File: src/rtl/prom_burn_pkg.sv
package prom_burn_pkg;

  typedef enum logic [3:0] {
    S_IDLE   = 4'd0,
    S_TAKE   = 4'd1,
    S_PRERD  = 4'd2,
    S_GAP    = 4'd3,
    S_SETUP  = 4'd4,
    S_PULSE  = 4'd5,
    S_HOLD   = 4'd6,
    S_RECOV  = 4'd7,
    S_VERIFY = 4'd8,
    S_DONE   = 4'd9
  } burn_state_t;

  function automatic int max2(input int a, input int b);
    return (a > b) ? a : b;
  endfunction

endpackage

File: src/rtl/prom_burn_timer.sv
module prom_burn_timer #(
  parameter int CNT_W = 8
) (
  input  logic             clk,
  input  logic             rst_n,
  input  logic             load,
  input  logic [CNT_W-1:0] load_val,
  output logic             zero
);

  logic [CNT_W-1:0] cnt_q;
  logic [CNT_W-1:0] cnt_d;
  logic             cnt_en;

  always_comb begin
    cnt_en = load || (cnt_q != '0);
    cnt_d  = load ? load_val : (cnt_q - CNT_W'(1));
  end

  always_ff @(posedge clk or negedge rst_n) begin
    if (!rst_n) begin
      cnt_q <= '0;
    end else if (cnt_en) begin
      cnt_q <= cnt_d;
    end
  end

  assign zero = (cnt_q == '0);

endmodule

File: src/rtl/prom_burn_ctl.sv
module prom_burn_ctl
  import prom_burn_pkg::*;
#(
  parameter int ADDR_W    = 12,
  parameter int DATA_W    = 8,
  parameter int DEV_W     = 1,
  parameter int CNT_W     = 24,
  parameter int SETUP_CYC = 500,
  parameter int PULSE_CYC = 12500000,
  parameter int ACC_CYC   = 64,
  parameter int REL_CYC   = 40
) (
  input  logic              clk,
  input  logic              rst_n,
  input  logic              start,
  input  logic              pair_valid,
  output logic              pair_ready,
  input  logic [ADDR_W-1:0] pair_addr,
  input  logic [DATA_W-1:0] pair_data,
  input  logic [DEV_W-1:0]  pair_dev,
  input  logic              pair_last,
  input  logic [DATA_W-1:0] rd_data,
  input  logic              tmr_zero,
  output logic              tmr_load,
  output logic [CNT_W-1:0]  tmr_val,
  output burn_state_t       state,
  output logic [ADDR_W-1:0] addr_q,
  output logic [DATA_W-1:0] data_q,
  output logic [DEV_W-1:0]  dev_q,
  output logic              busy,
  output logic              done,
  output logic              fail,
  output logic [ADDR_W-1:0] fail_addr,
  output logic              unprog,
  output logic [ADDR_W-1:0] unprog_addr
);

  localparam logic [CNT_W-1:0] SETUP_M1 = CNT_W'(SETUP_CYC - 1);
  localparam logic [CNT_W-1:0] PULSE_M1 = CNT_W'(PULSE_CYC - 1);
  localparam logic [CNT_W-1:0] ACC_M1   = CNT_W'(ACC_CYC - 1);
  localparam logic [CNT_W-1:0] REL_M1   = CNT_W'(REL_CYC - 1);

  burn_state_t       st_q, st_d;
  logic              last_q, need_q, need_d;
  logic              fail_q, fail_d, unp_q, unp_d;
  logic [ADDR_W-1:0] faddr_q, faddr_d, uaddr_q, uaddr_d;
  logic              take;
  logic              flag_en;

  // next-state and timer load
  always_comb begin
    st_d     = st_q;
    tmr_load = 1'b0;
    tmr_val  = '0;
    take     = 1'b0;
    unique case (st_q)
      S_IDLE:   if (start) st_d = S_TAKE;
      S_TAKE: begin
        if (pair_valid) begin
          take     = 1'b1;
          st_d     = S_PRERD;
          tmr_load = 1'b1;
          tmr_val  = ACC_M1;
        end
      end
      S_PRERD: begin
        if (tmr_zero) begin
          st_d = S_GAP; tmr_load = 1'b1; tmr_val = REL_M1;
        end
      end
      S_GAP: begin
        if (tmr_zero) begin
          if (need_q) begin
            st_d = S_SETUP; tmr_load = 1'b1; tmr_val = SETUP_M1;
          end else if (last_q) begin
            st_d = S_DONE;
          end else begin
            st_d = S_TAKE;
          end
        end
      end
      S_SETUP: begin
        if (tmr_zero) begin
          st_d = S_PULSE; tmr_load = 1'b1; tmr_val = PULSE_M1;
        end
      end
      S_PULSE: begin
        if (tmr_zero) begin
          st_d = S_HOLD; tmr_load = 1'b1; tmr_val = SETUP_M1;
        end
      end
      S_HOLD: begin
        if (tmr_zero) begin
          st_d = S_RECOV; tmr_load = 1'b1; tmr_val = SETUP_M1;
        end
      end
      S_RECOV: begin
        if (tmr_zero) begin
          st_d = S_VERIFY; tmr_load = 1'b1; tmr_val = ACC_M1;
        end
      end
      S_VERIFY: begin
        if (tmr_zero) begin
          st_d = S_GAP; tmr_load = 1'b1; tmr_val = REL_M1;
        end
      end
      S_DONE:   st_d = S_IDLE;
      default:  st_d = S_IDLE;
    endcase
  end

  // per-record decisions and sticky flags
  always_comb begin
    need_d  = need_q;
    fail_d  = fail_q;
    faddr_d = faddr_q;
    unp_d   = unp_q;
    uaddr_d = uaddr_q;
    if (st_q == S_IDLE && start) begin
      fail_d = 1'b0;
      unp_d  = 1'b0;
    end
    if (st_q == S_PRERD && tmr_zero) begin
      if ((data_q & ~rd_data) != '0) begin
        need_d = 1'b0;
        if (!unp_q) begin
          unp_d   = 1'b1;
          uaddr_d = addr_q;
        end
      end else begin
        need_d = (rd_data != data_q);
      end
    end
    if (st_q == S_VERIFY && tmr_zero) begin
      need_d = 1'b0;
      if (rd_data != data_q && !fail_q) begin
        fail_d  = 1'b1;
        faddr_d = addr_q;
      end
    end
  end

  assign flag_en = (st_q == S_IDLE) || (st_q == S_PRERD) || (st_q == S_VERIFY);

  always_ff @(posedge clk or negedge rst_n) begin
    if (!rst_n) begin
      st_q <= S_IDLE;
    end else begin
      st_q <= st_d;
    end
  end

  always_ff @(posedge clk or negedge rst_n) begin
    if (!rst_n) begin
      addr_q <= '0;
      data_q <= '0;
      dev_q  <= '0;
      last_q <= 1'b0;
    end else if (take) begin
      addr_q <= pair_addr;
      data_q <= pair_data;
      dev_q  <= pair_dev;
      last_q <= pair_last;
    end
  end

  always_ff @(posedge clk or negedge rst_n) begin
    if (!rst_n) begin
      need_q  <= 1'b0;
      fail_q  <= 1'b0;
      faddr_q <= '0;
      unp_q   <= 1'b0;
      uaddr_q <= '0;
    end else if (flag_en) begin
      need_q  <= need_d;
      fail_q  <= fail_d;
      faddr_q <= faddr_d;
      unp_q   <= unp_d;
      uaddr_q <= uaddr_d;
    end
  end

  assign state       = st_q;
  assign pair_ready  = (st_q == S_TAKE);
  assign busy        = (st_q != S_IDLE);
  assign done        = (st_q == S_DONE);
  assign fail        = fail_q;
  assign fail_addr   = faddr_q;
  assign unprog      = unp_q;
  assign unprog_addr = uaddr_q;

  // fail flag and its address hold until the next start
  a_r9_fail_sticky: assert property (@(posedge clk) disable iff (!rst_n)
    (fail_q && !(st_q == S_IDLE && start)) |=> (fail_q && $stable(faddr_q)));

  // unprog flag and its address hold until the next start
  a_r4_unprog_sticky: assert property (@(posedge clk) disable iff (!rst_n)
    (unp_q && !(st_q == S_IDLE && start)) |=> (unp_q && $stable(uaddr_q)));

  // done lasts one cycle and is followed by idle
  a_r2_done_once: assert property (@(posedge clk) disable iff (!rst_n)
    done |=> (!done && !busy));

endmodule

File: src/rtl/prom_burn_pins.sv
module prom_burn_pins
  import prom_burn_pkg::*;
#(
  parameter int ADDR_W    = 12,
  parameter int DATA_W    = 8,
  parameter int NDEV      = 2,
  parameter int DEV_W     = 1,
  parameter int SETUP_CYC = 500
) (
  input  logic              clk,
  input  logic              rst_n,
  input  burn_state_t       state,
  input  logic [ADDR_W-1:0] addr_q,
  input  logic [DATA_W-1:0] data_q,
  input  logic [DEV_W-1:0]  dev_q,
  output logic [ADDR_W-1:0] prom_addr,
  output logic [DATA_W-1:0] prom_dq_out,
  output logic              prom_dq_oe,
  output logic [NDEV-1:0]   prom_ce_n,
  output logic              prom_oe_n,
  output logic              vpp_en
);

  localparam int AGE_W = $clog2(SETUP_CYC + 1);

  logic sel_phase, rd_phase, hv_phase;

  always_comb begin
    rd_phase  = (state == S_PRERD) || (state == S_VERIFY);
    sel_phase = rd_phase || (state == S_PULSE);
    hv_phase  = (state == S_SETUP) || (state == S_PULSE) || (state == S_HOLD);
  end

  always_ff @(posedge clk or negedge rst_n) begin
    if (!rst_n) begin
      prom_addr   <= '0;
      prom_dq_out <= '0;
      prom_dq_oe  <= 1'b0;
      prom_oe_n   <= 1'b1;
      vpp_en      <= 1'b0;
    end else begin
      prom_addr   <= addr_q;
      prom_dq_out <= data_q;
      prom_dq_oe  <= hv_phase;
      prom_oe_n   <= !rd_phase;
      vpp_en      <= hv_phase;
    end
  end

  for (genvar d = 0; d < NDEV; d++) begin : g_ce
    always_ff @(posedge clk or negedge rst_n) begin
      if (!rst_n) begin
        prom_ce_n[d] <= 1'b1;
      end else begin
        prom_ce_n[d] <= !(sel_phase && (dev_q == DEV_W'(d)));
      end
    end
  end

  // timing checkers: cycles with the voltage request on / off
  logic [AGE_W-1:0] hi_age, lo_age;

  always_ff @(posedge clk or negedge rst_n) begin
    if (!rst_n) begin
      hi_age <= '0;
      lo_age <= AGE_W'(SETUP_CYC);
    end else begin
      if (!vpp_en)                         hi_age <= '0;
      else if (hi_age != AGE_W'(SETUP_CYC)) hi_age <= hi_age + AGE_W'(1);
      if (vpp_en)                          lo_age <= '0;
      else if (lo_age != AGE_W'(SETUP_CYC)) lo_age <= lo_age + AGE_W'(1);
    end
  end

  a_r10_no_bus_fight: assert property (@(posedge clk) disable iff (!rst_n)
    !(prom_dq_oe && !prom_oe_n));

  a_r7_one_select: assert property (@(posedge clk) disable iff (!rst_n)
    $countones(~prom_ce_n) <= 1);

  a_r5_setup_time: assert property (@(posedge clk) disable iff (!rst_n)
    ($fell(&prom_ce_n) && vpp_en) |-> (hi_age >= AGE_W'(SETUP_CYC)));

  a_r5_stable_in_pulse: assert property (@(posedge clk) disable iff (!rst_n)
    (vpp_en && !(&prom_ce_n)) |=> ($stable(prom_addr) && $stable(prom_dq_out)));

  a_r8_recovery: assert property (@(posedge clk) disable iff (!rst_n)
    $fell(prom_oe_n) |-> (!vpp_en && lo_age >= AGE_W'(SETUP_CYC)));

  a_r6_pulse_no_read: assert property (@(posedge clk) disable iff (!rst_n)
    (vpp_en && !(&prom_ce_n)) |-> prom_oe_n);

endmodule

File: src/rtl/prom_burn_seq.sv
module prom_burn_seq
  import prom_burn_pkg::*;
#(
  parameter int ADDR_W    = 12,
  parameter int DATA_W    = 8,
  parameter int NDEV      = 2,
  parameter int SETUP_CYC = 500,
  parameter int PULSE_CYC = 12500000,
  parameter int PULSE_MIN = 11250000,
  parameter int PULSE_MAX = 13750000,
  parameter int ACC_CYC   = 64,
  parameter int REL_CYC   = 40,
  localparam int DEV_W    = (NDEV > 1) ? $clog2(NDEV) : 1
) (
  input  logic              clk,
  input  logic              rst_n,
  input  logic              start,
  input  logic              pair_valid,
  output logic              pair_ready,
  input  logic [ADDR_W-1:0] pair_addr,
  input  logic [DATA_W-1:0] pair_data,
  input  logic [DEV_W-1:0]  pair_dev,
  input  logic              pair_last,
  input  logic [DATA_W-1:0] prom_dq_in,
  output logic [ADDR_W-1:0] prom_addr,
  output logic [DATA_W-1:0] prom_dq_out,
  output logic              prom_dq_oe,
  output logic [NDEV-1:0]   prom_ce_n,
  output logic              prom_oe_n,
  output logic              vpp_en,
  output logic              busy,
  output logic              done,
  output logic              fail,
  output logic [ADDR_W-1:0] fail_addr,
  output logic              unprog,
  output logic [ADDR_W-1:0] unprog_addr
);

  localparam int LONGEST = max2(max2(PULSE_CYC, SETUP_CYC), max2(ACC_CYC, REL_CYC));
  localparam int CNT_W   = $clog2(LONGEST + 1);
  localparam int PW_W    = $clog2(PULSE_MAX + 2);

  burn_state_t       state;
  logic [ADDR_W-1:0] addr_q;
  logic [DATA_W-1:0] data_q;
  logic [DEV_W-1:0]  dev_q;
  logic              tmr_load, tmr_zero;
  logic [CNT_W-1:0]  tmr_val;

  prom_burn_timer #(.CNT_W(CNT_W)) u_tmr (
    .clk(clk), .rst_n(rst_n), .load(tmr_load), .load_val(tmr_val), .zero(tmr_zero)
  );

  prom_burn_ctl #(
    .ADDR_W(ADDR_W), .DATA_W(DATA_W), .DEV_W(DEV_W), .CNT_W(CNT_W),
    .SETUP_CYC(SETUP_CYC), .PULSE_CYC(PULSE_CYC), .ACC_CYC(ACC_CYC), .REL_CYC(REL_CYC)
  ) u_ctl (
    .clk(clk), .rst_n(rst_n), .start(start),
    .pair_valid(pair_valid), .pair_ready(pair_ready), .pair_addr(pair_addr),
    .pair_data(pair_data), .pair_dev(pair_dev), .pair_last(pair_last),
    .rd_data(prom_dq_in), .tmr_zero(tmr_zero), .tmr_load(tmr_load), .tmr_val(tmr_val),
    .state(state), .addr_q(addr_q), .data_q(data_q), .dev_q(dev_q),
    .busy(busy), .done(done), .fail(fail), .fail_addr(fail_addr),
    .unprog(unprog), .unprog_addr(unprog_addr)
  );

  prom_burn_pins #(
    .ADDR_W(ADDR_W), .DATA_W(DATA_W), .NDEV(NDEV), .DEV_W(DEV_W), .SETUP_CYC(SETUP_CYC)
  ) u_pins (
    .clk(clk), .rst_n(rst_n), .state(state), .addr_q(addr_q), .data_q(data_q),
    .dev_q(dev_q), .prom_addr(prom_addr), .prom_dq_out(prom_dq_out),
    .prom_dq_oe(prom_dq_oe), .prom_ce_n(prom_ce_n), .prom_oe_n(prom_oe_n),
    .vpp_en(vpp_en)
  );

  // pulse width window checker
  logic            prog_low;
  logic [PW_W-1:0] pw_cnt;

  assign prog_low = vpp_en && !(&prom_ce_n);

  always_ff @(posedge clk or negedge rst_n) begin
    if (!rst_n) begin
      pw_cnt <= '0;
    end else if (!prog_low) begin
      pw_cnt <= '0;
    end else if (pw_cnt != PW_W'(PULSE_MAX + 1)) begin
      pw_cnt <= pw_cnt + PW_W'(1);
    end
  end

  a_r6_width_min: assert property (@(posedge clk) disable iff (!rst_n)
    $fell(prog_low) |-> (pw_cnt >= PW_W'(PULSE_MIN)));

  a_r6_width_max: assert property (@(posedge clk) disable iff (!rst_n)
    prog_low |-> (pw_cnt < PW_W'(PULSE_MAX)));

endmodule

File: config.mk
export PLATFORM = sky130hd
export DESIGN_NAME = prom_burn_seq
export DESIGN_NICKNAME = d
export VERILOG_FILES = /design/src/rtl/prom_burn_pkg.sv /design/src/rtl/prom_burn_timer.sv /design/src/rtl/prom_burn_ctl.sv /design/src/rtl/prom_burn_pins.sv /design/src/rtl/prom_burn_seq.sv
export SDC_FILE = /design/constraint.sdc
export NUM_CORES = 1
export LEC_CHECK = 0
export BUFFER_PORTS_ARGS = -buffer_cell sky130_fd_sc_hd__buf_2
export CELL_PAD_IN_SITES_DETAIL_PLACEMENT = 1
export CELL_PAD_IN_SITES_GLOBAL_PLACEMENT = 1
export CORE_MARGIN = 4
export CORE_UTILIZATION = 40
export DETAILED_ROUTE_END_ITERATION = 6
export PLACE_DENSITY = 0.79
export SYNTH_ARGS = -nofsm -noshare
export SYNTH_HDL_FRONTEND = slang
export SYNTH_HIERARCHICAL = 1
export SYNTH_SLANG_ARGS = --single-unit
export TNS_END_PERCENT = 1
File: constraint.sdc
create_clock -name clk -period 3.36 [get_ports clk]
set_input_delay 0.672 -clock clk [delete_from_list [all_inputs] [get_ports clk]]
set_output_delay 0.672 -clock clk [all_outputs]
set_load 0.01 [all_outputs]
==> flow_summary.json <==
{
  "crit_slowest_cell": "or4b_2",
  "min_period_ns": 3.116,
  "async_reset_ff_share_pct": 100.0,
  "synth_cell_types": 61,
  "cts_hold_buf": 0,
  "status": "finished clean",
  "vias": 3429,
  "synth.avg_cell_area_um2": 11.46,
  "start_util_pct": 41.46,
  "critPathKind": "reg2reg",
  "cts_root_buf": "clkbuf_16",
  "end_kind": "flip-flop",
  "wl_per_cell_um": 18.04,
  "rows": 39,
  "placed_cells": 626,
  "worstSetupStartpointType": "flip-flop",
  "grt_max_degree": 56,
  "min_period_over_period_pct": 92.75,
  "clock_latency_ns": 0.35,
  "syn2layout_area_growth_pct": 15.80,
  "wl_um": 11580,
  "max_stage_delay_ns": 0.64,
  "cp.arrival_ns": 3.34,
  "max_freq_mhz": 320.9,
  "tns_ns": 0,
  "netlist.area_leader.share_pct": 50.94,
  "coreArea_um2": 11610,
  "post_drt_via_cell_ratio": 5.341,
  "synth.area.top_cells": "dfrtp_1 51%, mux2_2 9.4%, nand2_1 3.1%, buf_4 2.8%, mux2_4 2.8%",
  "cap_violations": 0,
  "worstPathCellList": "inv_1 -> ha_1 -> or4b_2 -> nor4_4 -> and3_4 -> nor2b_2 -> a21boi_0 -> nand2_1 -> inv_1 -> nand2_1 -> o21ai_0 -> or3b_1",
  "timing.rr.end": "u_tmr/cnt_q[15]",
  "fillers": 1305,
  "io_pins": 88,
  "rsz0062_at_grt": "no",
  "yosysSeqAreaShare_pct": 52.57,
  "ant_nets": 0,
  "clockBufferDepth": 2,
  "cts_tree": "yes",
  "synth.top_cells.by_count": "98 x dfrtp_1, 40 x mux2_2, 40 x nand2_1",
  "synth_enable_flop_cells": 0,
  "path_clk_slew_ns": 0.07,
  "drcViolationCount": 0,
  "grt_pass1_vias": 3843,
  "track_usage_pct": 17.30,
  "dp_hpwl_um": 8404,
  "dieArea_um2": 13860,
  "ctsResizeCount": 0,
  "r2r-start": "u_tmr/cnt_q[0]",
  "drt_iter0_markers": 128,
  "drive_above_1_share_pct": 35.87,
  "slew_headroom_pct": 35.47,
  "finalSetupViolations": 0,
  "place_congestion": 0.8342,
  "first_pass_iters": 4,
  "crit_family": "simple AND/OR/NAND/NOR gates",
  "ir_drop_mv": 0.2689,
  "antennaDiodeCount": 0,
  "clock-sinks": 101,
  "ff_latch_area_um2": 2531,
  "grt.overflow.total": 0,
  "cts_setup_buffers": 0,
  "synth-seq-cells": 101,
  "path_max_fanout": 13,
  "path_buf_inv": 2,
  "p_leak_nw": 2.887,
  "p_per_area_nw_per_um2": 409.3,
  "worst_slew_pin_slew_ns": 0.9678,
  "antenna_found_initial": 0,
  "die_x_um": 117.7,
  "die_h_um": 117.7,
  "fin_nets": 538,
  "synth_most_common_cell": "dfrtp_1",
  "io_buffer_count": 87,
  "slew_violations": 0,
  "grt_pass1_wl_um": 19460,
  "critPathRequiredTime_ns": 3.59,
  "h-tree-depth": 3,
  "regToRegSetupSlack_ns": 0.24,
  "synth_top_area_cell": "dfrtp_1",
  "synthCells": 420,
  "fin_worst_skew_ns": 0.007720,
  "synth_warnings": 6,
  "hold_class": "in2async",
  "final_hold_viol_count": 0,
  "multi_input_area_um2": 1996,
  "ys.flop_type": "dfrtp_1",
  "cts_buffers": 9,
  "r2r_cells": 12,
  "fin_cells": 642,
  "syn_area_um2": 4815
}
[power by group]
part | switching, mW | internal, mW
combinational | 0.0422 | 0.0232
clock | 0.483 | 0.513
sequential | 0.00345 | 1.22
[sequential cells by signal, indices dropped and copies added, names as in the netlist, 2 cells and up]
name and cells:
u_ctl/addr_q 12, u_ctl/data_q 8, u_ctl/fail_addr 12, u_ctl/state 4, u_ctl/unprog_addr 12, u_pins/prom_addr 12
u_pins/prom_ce_n 2, u_pins/prom_dq_out 8, u_tmr/cnt_q 24
[worst max path at each step]
stage,slack (ns),startpoint,endpoint,depth (start not counted)
after CTS,0.15,u_tmr/cnt_q[0],u_tmr/cnt_q[6],13
final,0.24,u_tmr/cnt_q[0],u_tmr/cnt_q[15],12
after global routing,0.05,u_tmr/cnt_q[0],u_tmr/cnt_q[15],12
after global placement,0.32,u_tmr/cnt_q[0],u_tmr/cnt_q[6],13
after detailed placement,0.17,u_tmr/cnt_q[0],u_tmr/cnt_q[6],13
after floorplan,0.06,u_tmr/cnt_q[0],u_tmr/cnt_q[15],14
[per-stage QoR]
stage          worst slack (ns)  power [mW]  util (%)  area (um2)  hold slack, ns
2_1_floorplan           0.05918       1.264         -        4826          0.3747
4_1_cts                  0.1521       2.309     47.92        5565          0.3945
3_5_place_dp             0.1667       1.313     45.46        5280          0.3998
6_report                 0.2437       2.282     48.01        5575          0.3697
3_3_place_gp             0.3225       1.309     45.46        5280          0.3866
5_1_grt                 0.04966       2.378     48.01        5575          0.4284
[logic make-up (layout without fill, tap and decap cells)]
| group | count (synthesis) | after routing | share of synthesized area [%] |
|---|---|---|---|
| adder cells (fa/ha/maj) | 10 | 10 | 2.599 |
| multiplexers | 52 | 52 | 12.79 |
| other | 1 | 4 | 0.07789 |
| flip-flops | 101 | 101 | 52.57 |
| AND/OR/NAND/NOR | 126 | 126 | 14.92 |
| buffers and inverters | 54 | 130 | 6.341 |
| XOR/XNOR | 19 | 19 | 3.456 |
| AO/OA/AOI/OAI | 57 | 57 | 7.251 |
[layout make-up]
type / instances / share of cell area, %
clock buffers: 9 / 4.039
clock inverters: 7 / 1.077
inverters: 16 / 1.077
multi-input cells: 268 / 35.79
flip-flops and latches: 101 / 45.40
well taps: 143 / 3.209
repair buffers: 98 / 9.403
[layer usage]
layer | GRT usage (%) | share of wire, % | vias up
li1 | - | - | 1601
met5 | 0 | 0 | -
met1 | 20.92 | 42 | 1725
met3 | 6.487 | 7.4 | 13
met2 | 29.28 | 49 | 90
met4 | 4.249 | 1.1 | 0
[worst register-to-register path, cell delays in order, from the launching register on]
cell	delay, ns
dfrtp_1	0.39
inv_1	0.12
ha_1	0.16
or4b_2	0.64
nor4_4	0.18
and3_4	0.31
nor2b_2	0.22
a21boi_0	0.16
nand2_1	0.13
inv_1	0.13
nand2_1	0.11
o21ai_0	0.08
or3b_1	0.37
[layout by cell type, fill, tap and decap left out, drive strengths merged, types with 4 or more instances in the layout]
cell,count
mux2,49
o21ai,24
xor2,4
or4,8
inv,18
or3,6
clkinv,4
nand3,9
a21oi,10
dfrtp,98
nor2,14
nor3,13
nand2b,4
nand4,4
clkbuf,9
o211ai,4
ha,10
xnor2,15
buf,98
nand2,40
nor4,10
conb,4
Power figures use the tool's default switching activity.
